==> config.mk <==
export PLATFORM = sky130hd
export DESIGN_NAME = gpio_ovr_port
export DESIGN_NICKNAME = d
export VERILOG_FILES = /design/src/rtl/gpio_ovr_pkg.sv /design/src/rtl/gpio_ovr_sync.sv /design/src/rtl/gpio_ovr_pinmux.sv /design/src/rtl/gpio_ovr_cn.sv /design/src/rtl/gpio_ovr_port.sv
export SDC_FILE = /design/constraint.sdc
export NUM_CORES = 1
export LEC_CHECK = 0
export BUFFER_PORTS_ARGS = -buffer_cell sky130_fd_sc_hd__buf_2
export CAP_MARGIN = 20
export CORE_MARGIN = 2
export CORE_UTILIZATION = 58
export CTS_CLUSTER_DIAMETER = 200
export DETAILED_ROUTE_END_ITERATION = 10
export GPL_ROUTABILITY_DRIVEN = 1
export PLACE_DENSITY = 0.89
export SLEW_MARGIN = 10
export SYNTH_ARGS = -nofsm -noshare
export SYNTH_HDL_FRONTEND = slang
export SYNTH_HIERARCHICAL = 1
export SYNTH_SLANG_ARGS = --single-unit
==> constraint.sdc <==
create_clock -name clk -period 4.8 [get_ports clk]
set_input_delay 0.96 -clock clk [delete_from_list [all_inputs] [get_ports clk]]
set_output_delay 0.96 -clock clk [all_outputs]
set_load 0.01 [all_outputs]
==> src/rtl/gpio_ovr_pkg.sv <==
`timescale 1ns/1ps
package gpio_ovr_pkg;
   localparam int unsigned ADDR_W = 4;

   typedef enum logic [ADDR_W-1:0] {
      RA_DIR  = 4'd0,
      RA_LAT  = 4'd1,
      RA_PIN  = 4'd2,
      RA_ODEN = 4'd3,
      RA_PUEN = 4'd4,
      RA_PDEN = 4'd5,
      RA_RISE = 4'd6,
      RA_FALL = 4'd7,
      RA_FLAG = 4'd8,
      RA_LVL  = 4'd9
   } reg_addr_e;
endpackage

==> src/rtl/gpio_ovr_sync.sv <==
`timescale 1ns/1ps
// Multi-stage synchronizer for a bus of independent single-bit inputs.
module gpio_ovr_sync #(
   parameter int unsigned W      = 8,
   parameter int unsigned STAGES = 2
) (
   input  logic         clk,
   input  logic         rst_n,
   input  logic [W-1:0] din,
   output logic [W-1:0] dout
);
   if (STAGES < 2) begin : g_bad_stages
      $error("gpio_ovr_sync: STAGES must be at least 2");
   end
   if (W < 1) begin : g_bad_width
      $error("gpio_ovr_sync: W must be at least 1");
   end

   logic [W-1:0] stg [STAGES];

   always_ff @(posedge clk or negedge rst_n) begin
      if (!rst_n) begin
         for (int k = 0; k < STAGES; k++) stg[k] <= '0;
      end else begin
         stg[0] <= din;
         for (int k = 1; k < STAGES; k++) stg[k] <= stg[k-1];
      end
   end

   assign dout = stg[STAGES-1];

   for (genvar k = 1; k < STAGES; k++) begin : g_chk
      // every stage carries the previous stage's value one edge later
      a_r4_stage_shift: assert property (@(posedge clk) disable iff (!rst_n)
         $past(rst_n) |-> stg[k] == $past(stg[k-1]));
   end
endmodule

==> src/rtl/gpio_ovr_pinmux.sv <==
`timescale 1ns/1ps
// Per-pin ownership resolution between port registers and peripheral.
module gpio_ovr_pinmux #(
   parameter int unsigned W         = 8,
   parameter bit          OD_ENABLE = 1'b1
) (
   input  logic [W-1:0] dir,
   input  logic [W-1:0] lat,
   input  logic [W-1:0] oden,
   input  logic [W-1:0] per_en,
   input  logic [W-1:0] per_act,
   input  logic [W-1:0] per_out,
   input  logic [W-1:0] per_oe,
   output logic [W-1:0] pad_oe,
   output logic [W-1:0] pad_out
);
   logic [W-1:0] owned;
   logic [W-1:0] src_oe;
   logic [W-1:0] src_val;
   logic [W-1:0] od_eff;

   // a peripheral owns a pin only while enabled and actively driving
   assign owned = per_en & per_act;

   for (genvar i = 0; i < W; i++) begin : g_pin
      assign src_oe[i]  = owned[i] ? per_oe[i]  : dir[i];
      assign src_val[i] = owned[i] ? per_out[i] : lat[i];
   end

   if (OD_ENABLE) begin : g_od
      assign od_eff = oden;
   end else begin : g_no_od
      assign od_eff = '0;
   end

   // open-drain: a 1 releases the pad, a 0 pulls it low
   assign pad_oe  = src_oe & ~(od_eff & src_val);
   assign pad_out = src_val & ~od_eff;
endmodule

==> src/rtl/gpio_ovr_cn.sv <==
`timescale 1ns/1ps
// Per-pin edge detection with sticky write-1-to-clear flags.
module gpio_ovr_cn #(
   parameter int unsigned W = 8
) (
   input  logic         clk,
   input  logic         rst_n,
   input  logic [W-1:0] pin,
   input  logic [W-1:0] rise_en,
   input  logic [W-1:0] fall_en,
   input  logic [W-1:0] clr,
   output logic [W-1:0] flag,
   output logic [W-1:0] lvl,
   output logic         irq
);
   logic [W-1:0] lvl_q;
   logic [W-1:0] flag_q;
   logic [W-1:0] set_v;

   assign set_v = (pin & ~lvl_q & rise_en) | (~pin & lvl_q & fall_en);

   always_ff @(posedge clk or negedge rst_n) begin
      if (!rst_n) begin
         lvl_q  <= '0;
         flag_q <= '0;
      end else begin
         lvl_q  <= pin;
         flag_q <= (flag_q & ~clr) | set_v;
      end
   end

   assign flag = flag_q;
   assign lvl  = lvl_q;
   assign irq  = |flag_q;

   // level status trails the synchronized level by one edge
   a_r14_lvl_trails: assert property (@(posedge clk) disable iff (!rst_n)
      $past(rst_n) |-> lvl == $past(pin));

   // a detected edge leaves its flag set
   a_r10_r11_edge_sets: assert property (@(posedge clk) disable iff (!rst_n)
      (set_v != '0) |=> ((flag & $past(set_v)) == $past(set_v)));

   // write-1 clear without a coincident edge empties the flag
   a_r12_w1c_clears: assert property (@(posedge clk) disable iff (!rst_n)
      ((clr & ~set_v) != '0) |=> ((flag & $past(clr & ~set_v)) == '0));

   // interrupt can only rise after an edge was detected
   a_r13_irq_cause: assert property (@(posedge clk) disable iff (!rst_n)
      $rose(irq) |-> $past(set_v != '0));
endmodule

==> src/rtl/gpio_ovr_port.sv <==
`timescale 1ns/1ps
// GPIO port with register bus, peripheral override and change notification.
module gpio_ovr_port
   import gpio_ovr_pkg::*;
#(
   parameter int unsigned NPINS       = 8,
   parameter int unsigned SYNC_STAGES = 2,
   parameter bit          OD_ENABLE   = 1'b1
) (
   input  logic              clk,
   input  logic              rst_n,
   input  logic              reg_we,
   input  logic [ADDR_W-1:0] reg_addr,
   input  logic [NPINS-1:0]  reg_wdata,
   output logic [NPINS-1:0]  reg_rdata,
   input  logic [NPINS-1:0]  pad_in,
   output logic [NPINS-1:0]  pad_oe,
   output logic [NPINS-1:0]  pad_out,
   output logic [NPINS-1:0]  pad_pu,
   output logic [NPINS-1:0]  pad_pd,
   input  logic [NPINS-1:0]  per_en,
   input  logic [NPINS-1:0]  per_act,
   input  logic [NPINS-1:0]  per_out,
   input  logic [NPINS-1:0]  per_oe,
   output logic [NPINS-1:0]  per_in,
   output logic              cn_irq
);
   if (NPINS < 1 || NPINS > 64) begin : g_bad_npins
      $error("gpio_ovr_port: NPINS must be in 1..64");
   end

   logic [NPINS-1:0] r_dir, r_lat, r_oden, r_pu, r_pd, r_rise, r_fall;
   logic [NPINS-1:0] pin_sync, cn_flag, cn_lvl, flag_clr;

   always_ff @(posedge clk or negedge rst_n) begin
      if (!rst_n) begin
         r_dir  <= '0;
         r_lat  <= '0;
         r_oden <= '0;
         r_pu   <= '0;
         r_pd   <= '0;
         r_rise <= '0;
         r_fall <= '0;
      end else if (reg_we) begin
         case (reg_addr)
            RA_DIR:  r_dir  <= reg_wdata;
            RA_LAT:  r_lat  <= reg_wdata;
            RA_ODEN: r_oden <= reg_wdata;
            RA_PUEN: r_pu   <= reg_wdata;
            RA_PDEN: r_pd   <= reg_wdata;
            RA_RISE: r_rise <= reg_wdata;
            RA_FALL: r_fall <= reg_wdata;
            default: ;
         endcase
      end
   end

   assign flag_clr = (reg_we && reg_addr == RA_FLAG) ? reg_wdata : '0;

   always_comb begin
      case (reg_addr)
         RA_DIR:  reg_rdata = r_dir;
         RA_LAT:  reg_rdata = r_lat;
         RA_PIN:  reg_rdata = pin_sync;
         RA_ODEN: reg_rdata = r_oden;
         RA_PUEN: reg_rdata = r_pu;
         RA_PDEN: reg_rdata = r_pd;
         RA_RISE: reg_rdata = r_rise;
         RA_FALL: reg_rdata = r_fall;
         RA_FLAG: reg_rdata = cn_flag;
         RA_LVL:  reg_rdata = cn_lvl;
         default: reg_rdata = '0;
      endcase
   end

   gpio_ovr_sync #(.W(NPINS), .STAGES(SYNC_STAGES)) u_sync (
      .clk   (clk),
      .rst_n (rst_n),
      .din   (pad_in),
      .dout  (pin_sync)
   );

   gpio_ovr_pinmux #(.W(NPINS), .OD_ENABLE(OD_ENABLE)) u_mux (
      .dir     (r_dir),
      .lat     (r_lat),
      .oden    (r_oden),
      .per_en  (per_en),
      .per_act (per_act),
      .per_out (per_out),
      .per_oe  (per_oe),
      .pad_oe  (pad_oe),
      .pad_out (pad_out)
   );

   gpio_ovr_cn #(.W(NPINS)) u_cn (
      .clk     (clk),
      .rst_n   (rst_n),
      .pin     (pin_sync),
      .rise_en (r_rise),
      .fall_en (r_fall),
      .clr     (flag_clr),
      .flag    (cn_flag),
      .lvl     (cn_lvl),
      .irq     (cn_irq)
   );

   assign pad_pu = r_pu;
   assign pad_pd = r_pd;
   assign per_in = pin_sync;
endmodule

; ---- Word-level counts from Yosys, hierarchy flattened
; Index checks and enable logic that the tools add are counted.
[word_totals]
output_inout_bits = 49
inputBits = 55
wordCells = 64
ff_bits = 88
[classes]
muxes = 18
bitwise_logic = 16
n_eq_ne = 9
n_reduce_logical = 10
[op_table]
columns = op, count
row1 = $pmux 8 s10, 1
row2 = $and 8x8->8, 9
row3 = $not 8->8, 5
row4 = $eq 4x3->1 const B, 4
row5 = $mux 1, 16
row6 = $or 8x8->8, 2
row7 = $reduce_and 2->1, 7
row8 = $eq 4x2->1 const B, 2
row9 = $eq 4x4->1 const B, 2
row10 = $mux 8, 1
row11 = $reduce_or 8->1, 1
row12 = $eq 4x1->1 const B, 1
row13 = $logic_not 4->1, 1
row14 = $logic_and 1x1->1, 1

; ---- Depth between registers and ports, before layout
; Gate-level depths: netlist of run 1.
[logic_depth]
ltp_word = 6
mapped_depth = 6

; ---- Cells and area by module
; Netlist of run 1, hierarchy kept.
[by_module_without_submodules]
columns = module, area_each_um2, cells_per_inst, n_inst, seq_area_each_um2
row1 = gpio_ovr_port, 2970.3, 240, 1, 1401.3
row2 = gpio_ovr_cn, 616.8, 51, 1, 400.4
row3 = gpio_ovr_sync, 460.4, 24, 1, 400.4
row4 = gpio_ovr_pinmux, 340.3, 48, 1, 0.0

; ---- Worst setup path before layout of run 1
; Ideal clock, no wire load.
[synth_path]
kind = input-to-output
start = input reg_addr[0]
end = output reg_rdata[4]
path_slack_ns = 1.845
t_arrival_ns = 1.995
cell_stages = 5
required_time_ns = 3.840
path_cell_list = buf_6 buf_2 mux2i_1 o22ai_1 or3_1
[synth_via]
elab_chain_len = 2
elab_cells_between_ends = 11
classes_between = eq/ne (9) / mux (1) / reduce/logical (1)
[synth_lines]
columns = element, line_no
row1 = from (decl), gpio_ovr_port.sv:13  ; input logic [ADDR_W-1:0] reg_addr,
row2 = "$eq 4x4->1, or another cell as far along", gpio_ovr_port.sv:61  ; case (reg_addr)
row3 = $pmux 8 s10 (*), gpio_ovr_port.sv:61
row4 = to (decl), gpio_ovr_port.sv:15  ; output logic [NPINS-1:0] reg_rdata,
; Every way passes the cells marked *; elsewhere a longest branch is shown, timed or not.

; ---- Final worst setup path of run 1
[layout_path]
start = input reg_addr[0]
end = output reg_rdata[2]
; Same word-level chain as after synthesis.

==> metrics.txt, run 1 <==
Yosys top cell area share=0.5019; via density per instance=5.964; Mapped Area=4388 µm²; Synth area leader=dfrtp_1; share of cells above drive strength 1=0.4500; fillcell total=566; Reg2Reg Setup Slack=3970 ps; clock sinks=88; Reg2Reg Capture Point=r_dir[6]$_DFFE_PN0P_; Clock Path Buffers=2; Row Count=31; Initial DRC Count=259; peak supply drop=267.5 µV; post-route insts no fill=559; CTS-repair resized insts=0; clock share of power=0.301; share of flip-flops with an asynchronous set or reset=1.000; WL final=10890 µm; GR peak layer=met2; Seq/Total Area, Yosys=0.5019; Inst Count DP=542; Pwr Total=2.067 mW; core area=7292 µm²; worst hold path type=flip-flop to flip-flop; first-pass GRT wire length=17390 µm; CTS tree=built; I/O pins=104; final hold violations=0; Leakage=2.434 nW; met1 Usage GRT=0.3582; starting density of the core=0.6018; Syn Nets=418; First-pass DRT Iterations=4; via count=3334; # Post-CTS Setup Buffers=0; WS Path Type=input pin to output pin; worst slack at placement=1229 ps; WHS Endpoint=u_sync/dout[0]$_DFF_PN0_; power per cell area=402.8 nW/µm²; Commonest cells post-synth=88 x dfrtp_1, 59 x mux2_2, 17 x a22oi_1, 17 x mux2i_1, 13 x nand2_1; overall routing resource usage=0.2719; switching part of the total power=0.2893; R2R depth=1; sequential share of power=0.480; Final Max Slew Viols=0; initial antenna violation count=0; hold_ws=353.6 ps; top-count cell post-synth=dfrtp_1; antenna violation net count after detailed routing=0; Die X=90.98 µm; Final period util=0.7595; clk slew on worst S/H paths=80 ps; vias in the first global route=3350; Synth-to-Final Area Change=16.97%; # DRC=0; max cap viols=0; worst endpoint required time=3840 ps; placed wire-length estimate=7445 µm; nets@finish=510; clk root buf=clkbuf_8; Peak Freq=0.2743 GHz; Pint=1.469 mW; EDFF count, synth=0; Tmin final=3646 ps; RR Startpoint=r_dir[6]$_DFFE_PN0P_; PortBufs=103; wire length per cell=19.49 µm; status=finished, final reports clean; hold path startpoint=u_sync/stg[8]$_DFF_PN0_; sw power=598.0 µW; Clock Skew=11.61 ps; met2 Track Usage GR=0.4389; Hold Crit Depth=0; number of CTS-inserted buffers=9; RSZ-0062 raised after global routing=false; post-place instance area=4867 µm²; Slew HR=0.5112; Util after Layout=0.7038; final setup margin=1154 ps; register bit total from synthesis=88; Comb pwr share=0.219; Setup crit start kind=input pin; antenna cell count=0; top cells by area, synth=dfrtp_1 50%, mux2_2 15%, mux2i_1 3.9%; maximum number of pins on one net before global-route repair=89; setup_tns=0 ps; CP max FO=20; hold_buf cts=0; full die area=8277 µm²; Mean Syn Cell Area=12.09 µm²; final setup violation count=0; H-tree lvl count=3; die height=90.98 µm; Worst-Skew Late Latency=370 ps; Synth Flop Type=dfrtp_1; Worst EP arrival=2690 ps; met3 Use GR=0.05394; crit end category=output pin; total congestion overflow=0; Ys Warns=6; GPL Wtd Cong=0.8882; Slew @ Worst Pin=731.6 ps; Mapped Cells=363; Unique masters post-synth=42; final instance area=5132 µm²
state kept, by name, summed over array words and instances, names as in the netlist:
signal / count
pad_pd: 8
pad_pu: 8
r_dir: 8
r_fall: 8
r_lat: 8
r_oden: 8
r_rise: 8
u_cn/flag: 8
u_cn/lvl: 8
u_sync/dout: 8
u_sync/stg: 8
power groups by stage:
stage,Combinational [mW],Clock [mW],Sequential [mW]
after detailed placement,0.448,0,1.00
after floorplan,0.289,0,0.973
after global placement,0.433,0,0.994
after CTS,0.452,0.629,0.989
final,0.452,0.623,0.992
after global routing,0.492,0.659,1.01
metal layers:
layer,vias to the layer above,part of all wire
met1,1669,0.41
li1,1503,-
met2,145,0.49
met4,0,0.022
met5,-,0
met3,17,0.075
cell usage in the layout, fill, tap and decap left out, types with 9 or more instances in the layout:
| cell | instances |
|---|---|
| inv_1 | 9 |
| mux2i_1 | 17 |
| nand2_1 | 13 |
| nand3b_1 | 11 |
| clkbuf_8 | 10 |
| nand2b_1 | 9 |
| dfrtp_1 | 88 |
| and2_1 | 9 |
| nand2_2 | 9 |
| nor2_1 | 10 |
| o22ai_1 | 10 |
| buf_2 | 102 |
| mux2_2 | 59 |
| a22oi_1 | 17 |
kinds of logic (layout without fill, tap and decap cells):
kind of cell | after synthesis | count (layout) | share of synthesized area
muxes | 76 | 76 | 0.1902
AOI/OAI and AO/OA | 62 | 62 | 0.1115
buffers and inverters | 32 | 129 | 0.04477
and+or+nand+nor | 105 | 105 | 0.1517
DFF | 88 | 88 | 0.5019
worst max-delay path: stages:
cell and delay [ps]:
buf_2 400, nor2b_1 660, a22oi_1 200, o22ai_1 200, a211o_1 130, buf_2 120
area by class of cell:
cell class	instances	area, µm²	area share
Sequential cell	88	2202	0.4291
Clock buffer	11	141.4	0.02755
Inverter	9	33.78	0.006582
Tap cell	99	123.9	0.02413
Multi-Input combinational cell	243	1989	0.3876
Clock inverter	5	103.9	0.02023
Timing Repair Buffer	104	538.0	0.1048
worst max path at each step:
stage	start	end	slack [ps]	cells after the start
3_5_place_dp	reg_addr[0]	reg_rdata[2]	1230	6
2_1_floorplan	reg_addr[0]	reg_rdata[4]	1840	5
4_1_cts	reg_addr[0]	reg_rdata[2]	1230	6
5_1_grt	reg_addr[0]	reg_rdata[7]	1090	6
6_report	reg_addr[0]	reg_rdata[2]	1150	6
3_3_place_gp	reg_addr[0]	reg_rdata[3]	1280	6
Power figures use the tool's default switching activity.
==> run 2, diff against run 1 <==
--- a/config.mk
+++ b/config.mk
@@ -5,14 +5,15 @@
 export SDC_FILE = /design/constraint.sdc
 export NUM_CORES = 1
 export LEC_CHECK = 0
+export ABC_AREA = 1
 export BUFFER_PORTS_ARGS = -buffer_cell sky130_fd_sc_hd__buf_2
 export CAP_MARGIN = 20
 export CORE_MARGIN = 2
-export CORE_UTILIZATION = 58
+export CORE_UTILIZATION = 55
 export CTS_CLUSTER_DIAMETER = 200
 export DETAILED_ROUTE_END_ITERATION = 10
 export GPL_ROUTABILITY_DRIVEN = 1
-export PLACE_DENSITY = 0.89
+export PLACE_DENSITY = 0.85
 export SLEW_MARGIN = 10
 export SYNTH_ARGS = -nofsm -noshare
 export SYNTH_HDL_FRONTEND = slang
==> constraint.sdc (replaced) <==
create_clock -name clk -period 3.8 [get_ports clk]
set_input_delay 0.76 -clock clk [delete_from_list [all_inputs] [get_ports clk]]
set_output_delay 0.76 -clock clk [all_outputs]
set_load 0.01 [all_outputs]
==> metrics.txt, run 2 <==
status=finished, final reports clean; Unique masters post-synth=21; hold_buf cts=0; Mapped Area=4689 µm²; max cap viols=0; highest-count cells in the layout ignoring fill and taps=163 x nand2_1, 120 x nand3_1, 102 x buf_2; Setup crit start kind=input pin; Ys Warns=6; CP max FO=19; clk slew on worst S/H paths=90 ps; Leakage=2.973 nW; Pwr Total=2.409 mW; initial antenna violation count=0; maximum number of pins on one net before global-route repair=89; Seq/Total Area, Yosys=0.4696; Worst-Skew Late Latency=370 ps; commonest non-fill, non-tap cell in the layout=nand2_1; starting density of the core=0.5679; placed wire-length estimate=8119 µm; die height=96.34 µm; Tmin final=2866 ps; number of CTS-inserted buffers=9; WL final=11780 µm; peak supply drop=213.7 µV; power per cell area=449.6 nW/µm²; crit end category=output pin; share of cells above drive strength 1=0.2442; worst hold path type=input pin to asynchronous set/reset pin; First-pass DRT Iterations=5; PortBufs=103; Row Count=33; final hold violations=0; Synth area leader=dfrtp_1; CTS tree=built; overall routing resource usage=0.2727; Die X=96.34 µm; final instance area=5358 µm²; EDFF count, synth=0; Peak Freq=0.3489 GHz; WS Path Type=input pin to output pin; Yosys top cell area share=0.4696; antenna cell count=0; Synth Flop Type=dfrtp_1; Mapped Cells=593; # Post-CTS Setup Buffers=0; H-tree lvl count=3; nets@finish=738; Final Max Slew Viols=0; post-place instance area=5132 µm²; setup_tns=0 ps; GPL Wtd Cong=0.8597; Initial DRC Count=282; Slew @ Worst Pin=774.8 ps; I/O pins=104; full die area=9281 µm²; top-count cell post-synth=nand2_1; register bit total from synthesis=88; Mean Syn Cell Area=7.908 µm²; share of flip-flops with an asynchronous set or reset=1.000; Clock Skew=8.586 ps; Commonest cells post-synth=163 x nand2_1, 120 x nand3_1, 88 x dfrtp_1, 74 x inv_1, 38 x o21ai_1; first-pass GRT wire length=19220 µm; Slew HR=0.4829; CTS-repair resized insts=0; total congestion overflow=0; wire length per cell=14.85 µm; Final period util=0.7543; Synth-to-Final Area Change=14.25%; vias in the first global route=4145; antenna violation net count after detailed routing=0; clock sinks=88; final setup violation count=0; top cells by area, synth=dfrtp_1 47%, nand2_1 13%, nand3_1 13%; clk root buf=clkbuf_8; RSZ-0062 raised after global routing=false; Clock Path Buffers=2; # DRC=0; worst endpoint required time=3040 ps; core area=8258 µm²; via density per instance=5.477; Worst EP arrival=2110 ps; Syn Nets=648; via count=4343
run 2: layer usage:
layer	vias to the layer above	GRT usage	share of wire
met5	-	0	0
met4	0	0.1103	0.024
met3	27	0.04229	0.074
met2	187	0.4728	0.51
met1	2064	0.3411	0.39
li1	2065	-	-
run 2: critical path, cell delays in order:
cell and delay [ps]:
buf_2 140, nor2_4 490, inv_4 80, nor2_8 190, nand2_1 90, nand2_1 70
inv_1 40, nand3_1 100, buf_2 140
run 2: worst paths after layout:
| kind | to | slack (ps) | from | cells after the start |
|---|---|---|---|---|
| max | reg_rdata[0] | 930 | reg_addr[1] | 9 |
| min | u_sync/dout[3]$_DFF_PN0_ | 350 | rst_n | 1 |
| max reg2reg | u_cn/flag[1]$_DFF_PN0_ | 2920 | u_sync/dout[1]$_DFF_PN0_ | 3 |
| min reg2reg | u_sync/dout[4]$_DFF_PN0_ | 350 | u_sync/stg[12]$_DFF_PN0_ | 0 |
| max in group asynchronous | r_lat[1]$_DFFE_PN0P_ | 2840 | rst_n | 2 |
| min in group clk | u_sync/dout[4]$_DFF_PN0_ | 350 | u_sync/stg[12]$_DFF_PN0_ | 0 |
run 2: kinds of logic after synthesis:
| logic type | synth area share |
|---|---|
| AO/OA/AOI/OAI | 0.07257 |
| buffers and inverters | 0.1073 |
| flip-flops | 0.4696 |
| AND/OR/NAND/NOR | 0.3506 |
run 2: stage by stage:
step / hold WS, ps / std cells / worst slack, ps / utilization
6_report: 347.6 / 793 / 933.6 / 0.6488
5_1_grt: 356.6 / 793 / 785.0 / 0.6488
4_1_cts: 354.5 / 792 / 960.8 / 0.6455
3_5_place_dp: 334.7 / 776 / 956.4 / 0.6215
3_3_place_gp: 332.1 / 776 / 994.7 / 0.6215
2_1_floorplan: 331.2 / 593 / 1524 / -
run 2: area by class of cell:
type,instances,area (µm²)
clock buffer,11,141.4
multi-input combinational,402,1984
fill,719,2900
clock inverter,5,56.30
inverter,78,296.5
tap,105,131.4
sequential,88,2202
timing repair buffer,104,545.5
run 2: where the power goes:
| part | internal [mW] | switching [mW] | leakage, nW |
|---|---|---|---|
| clock network | 0.321 | 0.333 | 0.0993 |
| logic | 0.215 | 0.313 | 1.81 |
| registers | 1.08 | 0.144 | 1.07 |
==> run 3, diff against run 2 <==
--- a/config.mk
+++ b/config.mk
@@ -5,15 +5,15 @@
 export SDC_FILE = /design/constraint.sdc
 export NUM_CORES = 1
 export LEC_CHECK = 0
-export ABC_AREA = 1
+export ABC_AREA = 0
 export BUFFER_PORTS_ARGS = -buffer_cell sky130_fd_sc_hd__buf_2
 export CAP_MARGIN = 20
 export CORE_MARGIN = 2
-export CORE_UTILIZATION = 55
+export CORE_UTILIZATION = 54
 export CTS_CLUSTER_DIAMETER = 200
 export DETAILED_ROUTE_END_ITERATION = 10
 export GPL_ROUTABILITY_DRIVEN = 1
-export PLACE_DENSITY = 0.85
+export PLACE_DENSITY = 0.84
 export SLEW_MARGIN = 10
 export SYNTH_ARGS = -nofsm -noshare
 export SYNTH_HDL_FRONTEND = slang
==> constraint.sdc (replaced) <==
create_clock -name clk -period 2.7 [get_ports clk]
set_input_delay 0.54 -clock clk [delete_from_list [all_inputs] [get_ports clk]]
set_output_delay 0.54 -clock clk [all_outputs]
set_load 0.01 [all_outputs]
==> metrics.txt, run 3 (same netlist as run 1, synthesis figures left out) <==
status=finished, final reports clean; CP max stage delay=440 ps; slowest CP cell=and2_1; Pint=2.424 mW; number of CTS-inserted buffers=9; placed wire-length estimate=7948 µm; clock share of power=0.254; final hold violations=0; Util after Layout=0.6563; CP max FO=17; Clock Path Buffers=2; Initial DRC Count=274; clock sinks=88; clk root buf=clkbuf_8; vias in the first global route=3375; Leakage=2.434 nW; # Post-CTS Setup Buffers=0; sw power=1.041 mW; total congestion overflow=0; die height=94.15 µm; CTS-repair resized insts=0; first-pass GRT wire length=17420 µm; Setup crit start kind=input pin; max cap viols=0; overall routing resource usage=0.2634; power per cell area=676.3 nW/µm²; I/O pins=104; Comb pwr share=0.235; First-pass DRT Iterations=6; final instance area=5124 µm²; Slew @ Worst Pin=594.7 ps; Inst Count DP=552; full die area=8863 µm²; Tmin final=2567 ps; WL final=11140 µm; starting density of the core=0.5620; peak supply drop=359.1 µV; clk slew on worst S/H paths=80 ps; fillcell total=608; worst slack at placement=154.7 ps; final setup violation count=0; hold_buf cts=0; Reg2Reg Capture Point=u_cn/flag[1]$_DFF_PN0_; nets@finish=516; setup_tns=0 ps; antenna violation net count after detailed routing=0; via density per instance=5.966; Clock Skew=8.320 ps; crit end category=output pin; RSZ-0062 raised after global routing=false; WS Path Type=input pin to output pin; Die X=94.15 µm; commonest non-fill, non-tap cell in the layout=buf_2; maximum number of pins on one net before global-route repair=48; Multi-input gate area=1989 µm²; share of cells above drive strength 1=0.4538; Slew HR=0.6035; worst hold path type=input pin to asynchronous set/reset pin; switching part of the total power=0.3005; Reg2Reg Setup Slack=1850 ps; Top Family by Delay on Critical Path=simple AND/OR/NAND/NOR gates; Final period util=0.9506; antenna cell count=0; CTS tree=built; RR Startpoint=u_sync/dout[1]$_DFF_PN0_; Final Max Slew Viols=0; worst endpoint required time=2160 ps; via count=3383; Synth-to-Final Area Change=16.77%; Row Count=32; initial antenna violation count=0; critical-path cell list=buf_2 -> and2_1 -> a22oi_1 -> o311ai_0 -> or3_1 -> buf_2; sequential share of power=0.511; H-tree lvl count=3; FF+latch area=2202 µm²; final setup margin=133.4 ps; highest-count cells in the layout ignoring fill and taps=102 x buf_2, 88 x dfrtp_1, 59 x mux2_2; R2R depth=2; Worst EP arrival=2030 ps; GPL Wtd Cong=0.9961; number of buffers and inverters on the critical path=2; post-route insts no fill=567; core area=7807 µm²; Worst-Skew Late Latency=360 ps; # DRC=0; Peak Freq=0.3896 GHz; wire length per cell=19.65 µm; post-place instance area=4936 µm²; cell mode on critical path=buf_2; PortBufs=103
run 3: area by class of cell:
cell class / instances / area share
inverters: 9 / 0.006593
repair buffers: 110 / 0.1138
well taps: 102 / 0.02491
clock inverters: 3 / 0.008303
multi-input cells: 243 / 0.3883
clock buffers: 12 / 0.02833
flip-flops and latches: 88 / 0.4298
run 3: how the worst max path moves through the flow:
| stage | from | to | slack [ps] | depth (start not counted) |
|---|---|---|---|---|
| floorplan | reg_addr[0] | reg_rdata[4] | 580 | 5 |
| global placement | reg_addr[0] | reg_rdata[3] | 210 | 6 |
| detailed placement | reg_addr[0] | reg_rdata[3] | 150 | 6 |
| CTS | reg_addr[0] | reg_rdata[3] | 150 | 6 |
| global route | reg_addr[0] | reg_rdata[3] | 40 | 6 |
| finish | reg_addr[0] | reg_rdata[3] | 130 | 6 |
run 3: power by group through the flow:
stage	registers [mW]	clock network, mW	logic [mW]
4_1_cts	1.77	0.890	0.817
5_1_grt	1.80	0.948	0.891
3_3_place_gp	1.78	0	0.774
6_report	1.77	0.879	0.814
2_1_floorplan	1.73	0	0.514
3_5_place_dp	1.79	0	0.811
run 3: layer usage:
layer	up-vias	track usage	routed length [µm]
li1	1525	-	-
met5	-	0	0
met1	1640	0.3410	4463
met4	0	0.1401	367
met3	33	0.05939	993
met2	185	0.4131	5319
run 3: metrics by stage:
stage,hold WS (ps),power [mW]
floorplan,244.4,2.245
global placement,332.7,2.555
detailed placement,334.7,2.602
CTS,201.5,3.473
global route,219.2,3.639
finish,181.2,3.465
